$ cat src/rtl/trap_seq_pkg.sv
package trap_seq_pkg;

    typedef enum logic [1:0] {
        SRC_EXC  = 2'd0,
        SRC_NMI  = 2'd1,
        SRC_INTR = 2'd2,
        SRC_RET  = 2'd3
    } src_e;

    typedef enum logic [2:0] {
        ST_IDLE,
        ST_PUSH,
        ST_VEC,
        ST_POP,
        ST_DONE
    } st_e;

    // flag bit positions decoded by the datapath
    localparam int FLAG_TF = 8;
    localparam int FLAG_IF = 9;

    // fixed vector numbers
    localparam int VEC_DIVZ  = 0;
    localparam int VEC_NMI   = 2;
    localparam int VEC_STACK = 12;

    // step indices of the save and restore lists
    localparam int STEP_W       = 3;
    localparam int PUSH_FLAGS   = 2;
    localparam int PUSH_LAST    = 4;
    localparam int PUSH_LAST_EC = 5;
    localparam int POP_LAST     = 4;

endpackage

$ cat src/rtl/trap_arb.sv
module trap_arb
    import trap_seq_pkg::*;
#(
    parameter int VEC_W = 8
) (
    input  logic             clk,
    input  logic             rst_n,
    input  logic             idle,
    input  logic             if_flag,
    input  logic             exc_req,
    input  logic [VEC_W-1:0] exc_vec,
    input  logic             nmi,
    input  logic             intr_req,
    input  logic [VEC_W-1:0] intr_vec,
    input  logic             ret_req,
    output logic             acc_valid,
    output src_e             acc_src,
    output logic [VEC_W-1:0] acc_vec
);

    typedef struct packed {
        logic nmi_prev;
        logic nmi_pend;
    } arb_t;

    arb_t q, d;
    logic intr_ok;
    logic take_nmi;

    always_comb begin
        d        = q;
        intr_ok  = intr_req & if_flag;
        acc_src  = SRC_RET;
        acc_vec  = '0;
        if (exc_req) begin
            acc_src = SRC_EXC;
            acc_vec = exc_vec;
        end else if (q.nmi_pend) begin
            acc_src = SRC_NMI;
            acc_vec = VEC_W'(VEC_NMI);
        end else if (intr_ok) begin
            acc_src = SRC_INTR;
            acc_vec = intr_vec;
        end
        acc_valid  = idle & (exc_req | q.nmi_pend | intr_ok | ret_req);
        take_nmi   = acc_valid & (acc_src == SRC_NMI);
        d.nmi_prev = nmi;
        d.nmi_pend = (q.nmi_pend & ~take_nmi) | (nmi & ~q.nmi_prev);
    end

    always_ff @(posedge clk) begin
        if (!rst_n) q <= '0;
        else        q <= d;
    end

endmodule

$ cat src/rtl/trap_ctl.sv
module trap_ctl
    import trap_seq_pkg::*;
#(
    parameter int W     = 16,
    parameter int VEC_W = 8
) (
    input  logic             clk,
    input  logic             rst_n,
    input  logic             acc_valid,
    input  src_e             acc_src,
    input  logic [VEC_W-1:0] acc_vec,
    input  logic             exc_has_err,
    input  logic [W-1:0]     exc_err,
    input  logic [W-1:0]     cur_cs,
    input  logic [W-1:0]     cur_ip,
    input  logic [W-1:0]     cur_ss,
    input  logic [W-1:0]     cur_sp,
    input  logic [W-1:0]     cur_flags,
    input  logic             mem_rdy,
    input  logic [2*W-1:0]   mem_rdata,
    output logic             idle,
    output logic             mem_req,
    output logic             mem_we,
    output logic [2*W-1:0]   mem_addr,
    output logic [2*W-1:0]   mem_wdata,
    output logic             upd_valid,
    output logic [W-1:0]     upd_cs,
    output logic [W-1:0]     upd_ip,
    output logic [W-1:0]     upd_ss,
    output logic [W-1:0]     upd_sp,
    output logic [W-1:0]     upd_flags
);

    localparam int AW = 2 * W;
    localparam logic [W-1:0] CLR_MASK = W'((1 << FLAG_IF) | (1 << FLAG_TF));
    localparam logic [W-1:0] STEP_SZ  = W'(2);

    typedef struct packed {
        st_e               st;
        logic [STEP_W-1:0] step;
        logic              has_err;
        logic [W-1:0]      err;
        logic [VEC_W-1:0]  vec;
        logic [W-1:0]      cs;
        logic [W-1:0]      ip;
        logic [W-1:0]      ss;
        logic [W-1:0]      sp;
        logic [W-1:0]      fl;
        logic [W-1:0]      tsp;
    } ctl_t;

    ctl_t q, d;
    logic [STEP_W-1:0] last_push;
    logic [W-1:0]      sp_dn;
    logic [W-1:0]      sp_up;
    logic [W-1:0]      push_val;
    logic [W-1:0]      rd_lo;
    logic [W-1:0]      rd_hi;

    always_comb begin
        last_push = q.has_err ? STEP_W'(PUSH_LAST_EC) : STEP_W'(PUSH_LAST);
        sp_dn     = q.sp - STEP_SZ;
        sp_up     = q.sp + STEP_SZ;
        rd_lo     = mem_rdata[W-1:0];
        rd_hi     = mem_rdata[AW-1:W];
        case (q.step)
            3'd0:    push_val = q.ss;
            3'd1:    push_val = q.tsp;
            3'd2:    push_val = q.fl;
            3'd3:    push_val = q.cs;
            3'd4:    push_val = q.ip;
            default: push_val = q.err;
        endcase
    end

    always_comb begin
        d         = q;
        mem_req   = 1'b0;
        mem_we    = 1'b0;
        mem_addr  = '0;
        mem_wdata = '0;
        upd_valid = 1'b0;
        case (q.st)
            ST_IDLE: begin
                if (acc_valid) begin
                    d.cs      = cur_cs;
                    d.ip      = cur_ip;
                    d.ss      = cur_ss;
                    d.sp      = cur_sp;
                    d.fl      = cur_flags;
                    d.tsp     = cur_sp;
                    d.vec     = acc_vec;
                    d.has_err = (acc_src == SRC_EXC) & exc_has_err;
                    d.err     = exc_err;
                    d.step    = '0;
                    d.st      = (acc_src == SRC_RET) ? ST_POP : ST_PUSH;
                end
            end
            ST_PUSH: begin
                mem_req   = 1'b1;
                mem_we    = 1'b1;
                mem_addr  = {q.ss, sp_dn};
                mem_wdata = {{W{1'b0}}, push_val};
                if (mem_rdy) begin
                    d.sp = sp_dn;
                    if (q.step == STEP_W'(PUSH_FLAGS)) d.fl = q.fl & ~CLR_MASK;
                    if (q.step == last_push) d.st = ST_VEC;
                    else                     d.step = q.step + 1'b1;
                end
            end
            ST_VEC: begin
                mem_req  = 1'b1;
                mem_addr = AW'({q.vec, 2'b00});
                if (mem_rdy) begin
                    d.cs = rd_hi;
                    d.ip = rd_lo;
                    d.st = ST_DONE;
                end
            end
            ST_POP: begin
                mem_req  = 1'b1;
                mem_addr = {q.ss, q.sp};
                if (mem_rdy) begin
                    d.sp = sp_up;
                    case (q.step)
                        3'd0:    d.ip  = rd_lo;
                        3'd1:    d.cs  = rd_lo;
                        3'd2:    d.fl  = rd_lo;
                        3'd3:    d.tsp = rd_lo;
                        default: begin
                            d.ss = rd_lo;
                            d.sp = q.tsp;
                        end
                    endcase
                    if (q.step == STEP_W'(POP_LAST)) d.st = ST_DONE;
                    else                             d.step = q.step + 1'b1;
                end
            end
            ST_DONE: begin
                upd_valid = 1'b1;
                d.st      = ST_IDLE;
            end
            default: d.st = ST_IDLE;
        endcase
    end

    always_ff @(posedge clk) begin
        if (!rst_n) q <= '0;
        else        q <= d;
    end

    assign idle      = (q.st == ST_IDLE);
    assign upd_cs    = q.cs;
    assign upd_ip    = q.ip;
    assign upd_ss    = q.ss;
    assign upd_sp    = q.sp;
    assign upd_flags = q.fl;

endmodule

$ cat src/rtl/trap_seq.sv
module trap_seq
    import trap_seq_pkg::*;
#(
    parameter int W     = 16,
    parameter int VEC_W = 8
) (
    input  logic             clk,
    input  logic             rst_n,
    input  logic             exc_req,
    input  logic [VEC_W-1:0] exc_vec,
    input  logic             exc_has_err,
    input  logic [W-1:0]     exc_err,
    input  logic             nmi,
    input  logic             intr_req,
    input  logic [VEC_W-1:0] intr_vec,
    input  logic             ret_req,
    output logic             acc_valid,
    output logic [1:0]       acc_src,
    input  logic [W-1:0]     cur_cs,
    input  logic [W-1:0]     cur_ip,
    input  logic [W-1:0]     cur_ss,
    input  logic [W-1:0]     cur_sp,
    input  logic [W-1:0]     cur_flags,
    output logic             busy,
    output logic             mem_req,
    output logic             mem_we,
    output logic [2*W-1:0]   mem_addr,
    output logic [2*W-1:0]   mem_wdata,
    input  logic             mem_rdy,
    input  logic [2*W-1:0]   mem_rdata,
    output logic             upd_valid,
    output logic [W-1:0]     upd_cs,
    output logic [W-1:0]     upd_ip,
    output logic [W-1:0]     upd_ss,
    output logic [W-1:0]     upd_sp,
    output logic [W-1:0]     upd_flags
);

    logic             idle;
    logic             arb_valid;
    src_e             arb_src;
    logic [VEC_W-1:0] arb_vec;

    trap_arb #(.VEC_W(VEC_W)) u_arb (
        .clk       (clk),
        .rst_n     (rst_n),
        .idle      (idle),
        .if_flag   (cur_flags[FLAG_IF]),
        .exc_req   (exc_req),
        .exc_vec   (exc_vec),
        .nmi       (nmi),
        .intr_req  (intr_req),
        .intr_vec  (intr_vec),
        .ret_req   (ret_req),
        .acc_valid (arb_valid),
        .acc_src   (arb_src),
        .acc_vec   (arb_vec)
    );

    trap_ctl #(.W(W), .VEC_W(VEC_W)) u_ctl (
        .clk         (clk),
        .rst_n       (rst_n),
        .acc_valid   (arb_valid),
        .acc_src     (arb_src),
        .acc_vec     (arb_vec),
        .exc_has_err (exc_has_err),
        .exc_err     (exc_err),
        .cur_cs      (cur_cs),
        .cur_ip      (cur_ip),
        .cur_ss      (cur_ss),
        .cur_sp      (cur_sp),
        .cur_flags   (cur_flags),
        .mem_rdy     (mem_rdy),
        .mem_rdata   (mem_rdata),
        .idle        (idle),
        .mem_req     (mem_req),
        .mem_we      (mem_we),
        .mem_addr    (mem_addr),
        .mem_wdata   (mem_wdata),
        .upd_valid   (upd_valid),
        .upd_cs      (upd_cs),
        .upd_ip      (upd_ip),
        .upd_ss      (upd_ss),
        .upd_sp      (upd_sp),
        .upd_flags   (upd_flags)
    );

    assign acc_valid = arb_valid;
    assign acc_src   = arb_src;
    assign busy      = ~idle;

endmodule

$ cat config.mk
export PLATFORM = sky130hd
export DESIGN_NAME = trap_seq
export DESIGN_NICKNAME = d
export VERILOG_FILES = /design/src/rtl/trap_seq_pkg.sv /design/src/rtl/trap_arb.sv /design/src/rtl/trap_ctl.sv /design/src/rtl/trap_seq.sv
export SDC_FILE = /design/constraint.sdc
export NUM_CORES = 1
export LEC_CHECK = 0
export ABC_CLOCK_PERIOD_IN_PS = 6400
export BUFFER_PORTS_ARGS = -buffer_cell sky130_fd_sc_hd__buf_2
export CAP_MARGIN = 20
export CORE_MARGIN = 8
export CORE_UTILIZATION = 56
export CTS_BUF_LIST = sky130_fd_sc_hd__clkbuf_4
export CTS_CLUSTER_SIZE = 25
export DETAILED_ROUTE_END_ITERATION = 7
export MAX_ROUTING_LAYER = met4
export PLACE_DENSITY = 0.85
export RECOVER_POWER = 25
export SYNTH_ARGS = -nofsm -noshare
export SYNTH_HDL_FRONTEND = slang
export SYNTH_SLANG_ARGS = --single-unit
$ cat constraint.sdc
create_clock -name clk -period 6.4 [get_ports clk]
set_input_delay 1.28 -clock clk [delete_from_list [all_inputs] [get_ports clk]]
set_output_delay 1.28 -clock clk [all_outputs]
set_load 0.005 [all_outputs]
==> results of run 1 <==
-- per-layer routing --
layer  vias up  GRT usage  part of all wire
li1       4030          -                 -
met1      4093      0.450              0.40
met2       697      0.485              0.45
met3        96     0.0697              0.12
met5         -          -                 0
met4         0      0.141             0.038
-- path summary, 6_finish.rpt --
path	startpoint	end	slack [ns]	cells after the start
worst max register to register	u_ctl.q[121]	u_ctl.q[123]	3.09	7
worst min register to register	u_ctl.q[108]	u_ctl.q[108]	0.46	2
worst min-delay path	u_ctl.q[108]	u_ctl.q[108]	0.46	2
worst max-delay path	rst_n	u_ctl.upd_flags[6]	1.17	4
-- state kept, by name, indices dropped and copies added, names as in the netlist --
signal / cells
u_ctl.upd_flags: 16
u_ctl.upd_ip: 16
u_ctl.q: 47
u_ctl.upd_sp: 16
u_ctl.upd_cs: 16
u_ctl.upd_ss: 16
u_arb.q: 2
-- cell usage in the layout (no fill, tap or decap), drive strengths merged, types with 4 or more instances in the layout --
master and count:
nand3 11, nand2b 6, ha 7, mux2i 5
a22oi 66, a221oi 12, o221a 8, nor4 6
and2 21, dfxtp 129, a211oi 86, a31oi 6
o21ai 56, xor2 7, clkbuf 71, a222oi 30
nor3b 4, clkinv 8, clkinvlp 6, a21oi 59
a32oi 16, inv 14, nand4 8, mux2 6
xnor2 17, conb 16, nor2b 7, nor3 16
nand2 64, o21a 8, nor2 131, buf 249
o22ai 5
-- worst register-to-register path: stages, from the launching register on --
cell and delay (ns):
dfxtp_1 0.39, inv_1 0.12, ha_1 0.63, and2_0 0.91, a22oi_1 0.34, o21ai_0 0.49, mux2i_1 0.25, nor2_1 0.05
-- power by group through the flow --
stage / clock network (W) / registers, W / logic (W)
floorplan: 0 / 0.00103 / 0.000819
global placement: 0 / 0.00113 / 0.000972
detailed placement: 0 / 0.00113 / 0.000990
CTS: 0.000596 / 0.00111 / 0.000994
global route: 0.000632 / 0.00113 / 0.00109
finish: 0.000594 / 0.00112 / 0.00100
-- layout make-up --
class	instances	area, um^2	share of cell area
timing repair buffer	303	1490	0.163
sequential	129	2580	0.283
clock buffer	17	128	0.0140
clock inverter	15	166	0.0182
tap	184	230	0.0252
multi-input combinational	712	4470	0.489
inverter	16	66.3	0.00726
antenna	2	5.00	0.000548
-- stage by stage --
| step | hold WS [ns] | cell area (um^2) |
|---|---|---|
| 5_1_grt | 0.487 | 9140 |
| 3_5_place_dp | 0.447 | 8890 |
| 3_3_place_gp | 0.444 | 8890 |
| 4_1_cts | 0.463 | 9180 |
| 2_1_floorplan | 0.434 | 8300 |
| 6_report | 0.464 | 9140 |
-- cells by family after synthesis --
group | Yosys count | synth area share
AO/OA/AOI/OAI | 367 | 0.324
XOR/XNOR | 24 | 0.0255
adder cells (fa/ha/maj) | 7 | 0.0106
buffers and inverters | 213 | 0.153
flip-flops | 129 | 0.313
multiplexers | 11 | 0.0143
other | 1 | 0.000455
AND/OR/NAND/NOR | 287 | 0.159
==> metrics.txt, run 1 <==
# TYPE chip_impl_metric gauge
chip_impl_metric{name="total_power",unit="W"} 0.00272
chip_impl_metric{name="core.rowCount",unit=""} 44
chip_impl_info{name="netlist.top_cell.by_area",value="dfxtp_1"} 1
chip_impl_metric{name="clock-sinks",unit=""} 129
chip_impl_metric{name="layout.core_utilization",unit=""} 0.631
chip_impl_metric{name="period_needed",unit="ns"} 5.23
chip_impl_metric{name="gr-usage-all-layers",unit=""} 0.337
chip_impl_metric{name="fin_skew",unit="ns"} 0.0189
chip_impl_metric{name="place.detailed.hpwl",unit="um"} 23800
chip_impl_info{name="crit_path_end_kind",value="flip-flop"} 1
chip_impl_info{name="ys_top_cells_by_count",value="nor2_1 (131), dfxtp_1 (129), buf_4 (104)"} 1
chip_impl_metric{name="report.final.setup_viol",unit=""} 0
chip_impl_info{name="crit_path_start_kind",value="primary input"} 1
chip_impl_info{name="grt_setup_unrepaired",value="false"} 1
chip_impl_metric{name="clock_power_share",unit=""} 0.218
chip_impl_metric{name="synth_top_area_frac",unit=""} 0.313
chip_impl_metric{name="die_h",unit="um"} 137
chip_impl_info{name="cts_root_buf",value="clkbuf_4"} 1
chip_impl_metric{name="grt_overflow",unit=""} 0
chip_impl_metric{name="sequentialPowerShare",unit=""} 0.413
chip_impl_metric{name="drive_gt1_frac",unit=""} 0.263
chip_impl_metric{name="antenna_violating_nets_post_route",unit=""} 0
chip_impl_metric{name="synthesis.yosys.warnings",unit=""} 0
chip_impl_metric{name="gp_congestion",unit=""} 0.965
chip_impl_metric{name="ctsLongestPathBuffers",unit=""} 2
chip_impl_metric{name="delay_of_the_slowest_cell_on_the_worst_path",unit="ns"} 2.40
chip_impl_metric{name="crit_required",unit="ns"} 6.89
chip_impl_info{name="cp_cell_sequence",value="clkbuf_1 > clkinvlp_2 > buf_4 > a211oi_1"} 1
chip_impl_info{name="critPathTopFamily",value="buffers and inverters"} 1
chip_impl_metric{name="slew-limit-headroom",unit=""} -0.801
chip_impl_metric{name="power.switching_fraction",unit=""} 0.412
chip_impl_metric{name="fillers",unit=""} 1321
chip_impl_metric{name="portBuffers",unit=""} 286
chip_impl_metric{name="worstPathMaxFanout",unit=""} 71
chip_impl_info{name="slowest_cell_on_the_critical_path",value="clkinvlp_2"} 1
chip_impl_metric{name="syn_to_final_growth",unit="%"} 10.8
chip_impl_metric{name="cts-htree-levels",unit=""} 4
chip_impl_metric{name="die_w",unit="um"} 137
chip_impl_metric{name="drt-pass1-iter-count",unit=""} 8
chip_impl_metric{name="pwr_density_cell",unit="nW/um^2"} 297
chip_impl_metric{name="antenna_found_initial",unit=""} 2
chip_impl_info{name="failing_checks",value="design-rule violations, max-capacitance violations, max-slew violations"} 1
chip_impl_metric{name="postSynthRegisterBits",unit=""} 129
chip_impl_metric{name="max_freq",unit="GHz"} 0.191
chip_impl_metric{name="setup_tns",unit="ns"} 0
chip_impl_metric{name="place_ws",unit="ns"} 2.02
chip_impl_metric{name="min_period_over_period",unit=""} 0.817
chip_impl_info{name="netlist_top_cells_area",value="dfxtp_1 (31%), buf_4 (9.5%), a211oi_1 (7.6%)"} 1
chip_impl_metric{name="drv_slew",unit=""} 72
chip_impl_metric{name="postCtsHoldBufs",unit=""} 0
chip_impl_metric{name="netlist_instances",unit=""} 1039
chip_impl_metric{name="async_set_reset_flop_share_out_of_synthesis",unit=""} 0
chip_impl_metric{name="buffers_plus_inverters_on_the_worst_setup_path",unit=""} 3
chip_impl_metric{name="layout.nets",unit=""} 1338
chip_impl_info{name="hp-class",value="flip-flop to flip-flop"} 1
chip_impl_metric{name="clock_pin_slew_on_the_worst_setup_and_hold_paths",unit="ns"} 0.13
chip_impl_metric{name="via_per_inst",unit=""} 6.47
chip_impl_metric{name="vdd_ir_drop_max",unit="mV"} 0.151
chip_impl_metric{name="tritoncts_buffers",unit=""} 17
chip_impl_info{name="synth_ff_type",value="dfxtp_1"} 1
chip_impl_metric{name="avgRoutedWirePerCell",unit="um"} 23.4
chip_impl_metric{name="first_pass_grt_wire_length",unit="um"} 47300
chip_impl_metric{name="fp.dieArea",unit="um^2"} 18900
chip_impl_metric{name="pin_count",unit=""} 303
chip_impl_metric{name="finalWirelength",unit="um"} 32300
chip_impl_metric{name="cell_internal_pwr",unit="W"} 0.00160
chip_impl_metric{name="routed-via-count",unit=""} 8916
chip_impl_metric{name="postCtsSetupRepairBufs",unit=""} 0
chip_impl_metric{name="layoutNonFillerInstCount",unit=""} 1378
chip_impl_metric{name="insertion_delay",unit="ns"} 0.57
chip_impl_metric{name="critical_path_arrival",unit="ns"} 5.72
chip_impl_info{name="status",value="finished, violations left"} 1
chip_impl_metric{name="comb_power_share",unit=""} 0.368
chip_impl_metric{name="leakage",unit="nW"} 3.67
chip_impl_metric{name="core",unit="um^2"} 14500
chip_impl_metric{name="syn-cell-area",unit="um^2"} 8250
chip_impl_metric{name="synth_enable_flop_cells",unit=""} 0
chip_impl_info{name="tritoncts",value="done"} 1
chip_impl_metric{name="finalHoldViolations",unit=""} 0
chip_impl_metric{name="cts-resized-gates",unit=""} 0
chip_impl_metric{name="drv.max_cap_violation_count",unit=""} 1
chip_impl_metric{name="grt_pass1_vias",unit=""} 8048
chip_impl_info{name="synth.most_common_cell",value="nor2_1"} 1
chip_impl_metric{name="grt_max_degree",unit=""} 78
chip_impl_info{name="timing.setup.critical_path_class",value="primary input to flip-flop"} 1
chip_impl_metric{name="yosysUniqueCellTypes",unit=""} 66
chip_impl_metric{name="place.detailed.instances",unit=""} 1341
chip_impl_metric{name="synth-seq-area-share",unit=""} 0.313
chip_impl_metric{name="synth_area_per_cell",unit="um^2"} 7.94
chip_impl_metric{name="initial_core_util",unit=""} 0.569
chip_impl_metric{name="post-route-worst-setup-slack",unit="ns"} 1.17
chip_impl_metric{name="p_switching",unit="W"} 0.00112
chip_impl_metric{name="worst_pin_slew",unit="ns"} 2.69
chip_impl_metric{name="drc_errors",unit=""} 39
chip_impl_metric{name="dr.first_iter.drc_count",unit=""} 1592
Note: power is estimated with default switching activity, not from simulation.
==> inputs of run 2 (changes only) <==
- ABC_CLOCK_PERIOD_IN_PS: 6400 -> 5400
- CORE_UTILIZATION: 56 -> 52
- PLACE_DENSITY: 0.85 -> 0.79
- clock period: 6.4 -> 5.4 ns (I/O delays scaled with it)
==> run 2 against run 1 <==
  * Non-clock buffer count up 1
  * Clock skew fell by 0.0037 ns
  * Highest routed layer unchanged
  * Final area grew 0.42%
  * The run ends with design-rule violations left
  * Clock power is 17% higher
  * Critical path depth rose by 5
  * Clock-buffer cell count increased by 2
  * Worst setup slack lost 0.033 ns
  * Sequential power increased by 23%
  * Total power up 20%
  * Flip-flop and latch count stayed put
  * Utilization shrank 4.7 points
==> metrics.txt, run 2 (synthesis results as in run 1) <==
# TYPE chip_impl_metric gauge
chip_impl_info{name="critPathLaunch",value="u_ctl.q[123]"} 1
chip_impl_metric{name="syn_to_final_growth",unit="%"} 11.3
chip_impl_metric{name="drc_errors",unit=""} 8
chip_impl_info{name="topRoutingLayerUsed",value="met4"} 1
chip_impl_metric{name="met2_length",unit="um"} 14700
chip_impl_metric{name="leakage",unit="nW"} 3.67
chip_impl_metric{name="tritoncts_buffers",unit=""} 17
chip_impl_metric{name="postCtsSetupRepairBufs",unit=""} 0
chip_impl_metric{name="period_needed",unit="ns"} 4.26
chip_impl_metric{name="report.final.setup_viol",unit=""} 0
chip_impl_metric{name="core",unit="um^2"} 15700
chip_impl_metric{name="grt_pass1_vias",unit=""} 8310
chip_impl_info{name="layout_commonest_cell",value="buf_2"} 1
chip_impl_info{name="regToRegStartpoint",value="u_ctl.q[125]"} 1
chip_impl_metric{name="finalWirelength",unit="um"} 34200
chip_impl_metric{name="worstPathMaxFanout",unit=""} 25
chip_impl_metric{name="fin_area",unit="um^2"} 9180
chip_impl_info{name="largest_register",value="u_ctl.q"} 1
chip_impl_metric{name="max_freq",unit="GHz"} 0.235
chip_impl_metric{name="ctsLongestPathBuffers",unit=""} 2
chip_impl_metric{name="pin_count",unit=""} 303
chip_impl_metric{name="insertion_delay",unit="ns"} 0.55
chip_impl_metric{name="fp.dieArea",unit="um^2"} 20100
chip_impl_metric{name="min_period_over_period",unit=""} 0.790
chip_impl_info{name="status",value="finished, violations left"} 1
chip_impl_info{name="crit_path_end_kind",value="output pin"} 1
chip_impl_metric{name="antenna_violating_nets_post_route",unit=""} 0
chip_impl_metric{name="drt-pass1-iter-count",unit=""} 8
chip_impl_metric{name="grt_overflow",unit=""} 0
chip_impl_metric{name="fin_worst_hold_slack",unit="ns"} 0.466
chip_impl_metric{name="grt_max_degree",unit=""} 106
chip_impl_metric{name="fin_skew",unit="ns"} 0.0152
chip_impl_metric{name="pwr_density_cell",unit="nW/um^2"} 354
chip_impl_metric{name="clock-sinks",unit=""} 129
chip_impl_info{name="failing_checks",value="design-rule violations"} 1
chip_impl_metric{name="initial_core_util",unit=""} 0.525
chip_impl_info{name="grt_setup_unrepaired",value="false"} 1
chip_impl_metric{name="drive_gt1_frac",unit=""} 0.260
chip_impl_metric{name="slew-limit-headroom",unit=""} 0.233
chip_impl_metric{name="sum_of_routed_wire_segments_on_met1",unit="um"} 13500
chip_impl_metric{name="via_per_inst",unit=""} 6.26
chip_impl_metric{name="routed-via-count",unit=""} 8834
chip_impl_metric{name="core.rowCount",unit=""} 46
chip_impl_info{name="cts_root_buf",value="clkbuf_4"} 1
chip_impl_metric{name="portBuffers",unit=""} 286
chip_impl_metric{name="clock_pin_slew_on_the_worst_setup_and_hold_paths",unit="ns"} 0.12
chip_impl_metric{name="first_pass_grt_wire_length",unit="um"} 50500
chip_impl_metric{name="cts-resized-gates",unit=""} 0
chip_impl_metric{name="antenna_found_initial",unit=""} 3
chip_impl_info{name="layout.cells.most_common_list",value="buf_2 (228), nor2_1 (131), dfxtp_1 (129)"} 1
chip_impl_metric{name="worst_pin_slew",unit="ns"} 1.15
chip_impl_info{name="tritoncts",value="done"} 1
chip_impl_metric{name="finalHoldViolations",unit=""} 0
chip_impl_metric{name="critical_path_arrival",unit="ns"} 3.18
chip_impl_info{name="crit_path_start_kind",value="flip-flop"} 1
chip_impl_metric{name="postCtsHoldBufs",unit=""} 0
chip_impl_metric{name="dr.first_iter.drc_count",unit=""} 1613
chip_impl_metric{name="die_w",unit="um"} 142
chip_impl_info{name="timing.setup.critical_path_class",value="flip-flop to output pin"} 1
chip_impl_metric{name="largest_reg_flops",unit=""} 47
chip_impl_metric{name="cts-htree-levels",unit=""} 4
chip_impl_metric{name="post-route-worst-setup-slack",unit="ns"} 1.14
chip_impl_metric{name="met3_length",unit="um"} 4520
chip_impl_info{name="hp-class",value="flip-flop to flip-flop"} 1
chip_impl_metric{name="layout.nets",unit=""} 1339
chip_impl_metric{name="avgRoutedWirePerCell",unit="um"} 24.2
chip_impl_metric{name="reg2reg_setup_slack",unit="ns"} 2.31
chip_impl_metric{name="die_h",unit="um"} 142
chip_impl_metric{name="gp_congestion",unit=""} 1.01
chip_impl_metric{name="gr-usage-all-layers",unit=""} 0.338
chip_impl_info{name="hold_path.startpoint",value="u_ctl.q[106]"} 1
chip_impl_metric{name="place.detailed.hpwl",unit="um"} 25700
chip_impl_metric{name="crit_required",unit="ns"} 4.32
chip_impl_metric{name="vdd_ir_drop_max",unit="mV"} 0.232
chip_impl_metric{name="setup_tns",unit="ns"} 0
chip_impl_metric{name="placed_area",unit="um^2"} 8950
chip_impl_metric{name="drv_slew",unit=""} 0
chip_impl_metric{name="place_ws",unit="ns"} 1.80
chip_impl_metric{name="drv.max_cap_violation_count",unit=""} 0
==> run 2: critical path, stage by stage, from the launching register on <==
cell and delay, ns:
dfxtp_1 0.83, inv_1 0.15, ha_1 0.49, o21bai_1 0.27, buf_4 0.24, nor2_1 0.10, buf_4 0.23, a21oi_1 0.09
nor2_1 0.11, buf_2 0.13
==> run 2: power breakdown <==
part,switching [W],leakage (nW),total (W),internal (W)
combinational,0.000707,2.46,0.00118,0.000472
sequential,0.000268,1.07,0.00138,0.00111
clock,0.000373,0.145,0.000696,0.000322
total,0.00135,3.67,0.00325,0.00190
==> run 2: cell type report <==
| class | instances | area [um^2] |
|---|---|---|
| clock inverter | 12 | 143 |
| multi-input combinational | 712 | 4470 |
| sequential | 129 | 2580 |
| inverter | 16 | 66.3 |
| clock buffer | 19 | 143 |
| antenna | 3 | 7.51 |
| timing repair buffer | 304 | 1490 |
| fill | 1523 | 6530 |
| tap | 216 | 270 |
==> run 2: per-stage QoR <==
stage	instances	utilization	power, W
after floorplan	1054	-	0.00219
after global placement	1376	0.570	0.00253
after detailed placement	1376	0.570	0.00254
after CTS	1407	0.588	0.00323
after global routing	1411	0.584	0.00340
final	1411	0.584	0.00325
==> run 2: worst paths after layout <==
check | end | cells after the start
setup / recovery | mem_wdata[2] | 9
hold / removal | u_ctl.q[106] | 2
setup reg to reg | u_ctl.upd_cs[14] | 6
hold reg to reg | u_ctl.q[106] | 2
==> run 2: metal layers <==
metal  vias up  GRT usage
met5         -          -
met1      4032      0.435
li1       4016          -
met4         0      0.141
met2       682      0.483
met3       104      0.101
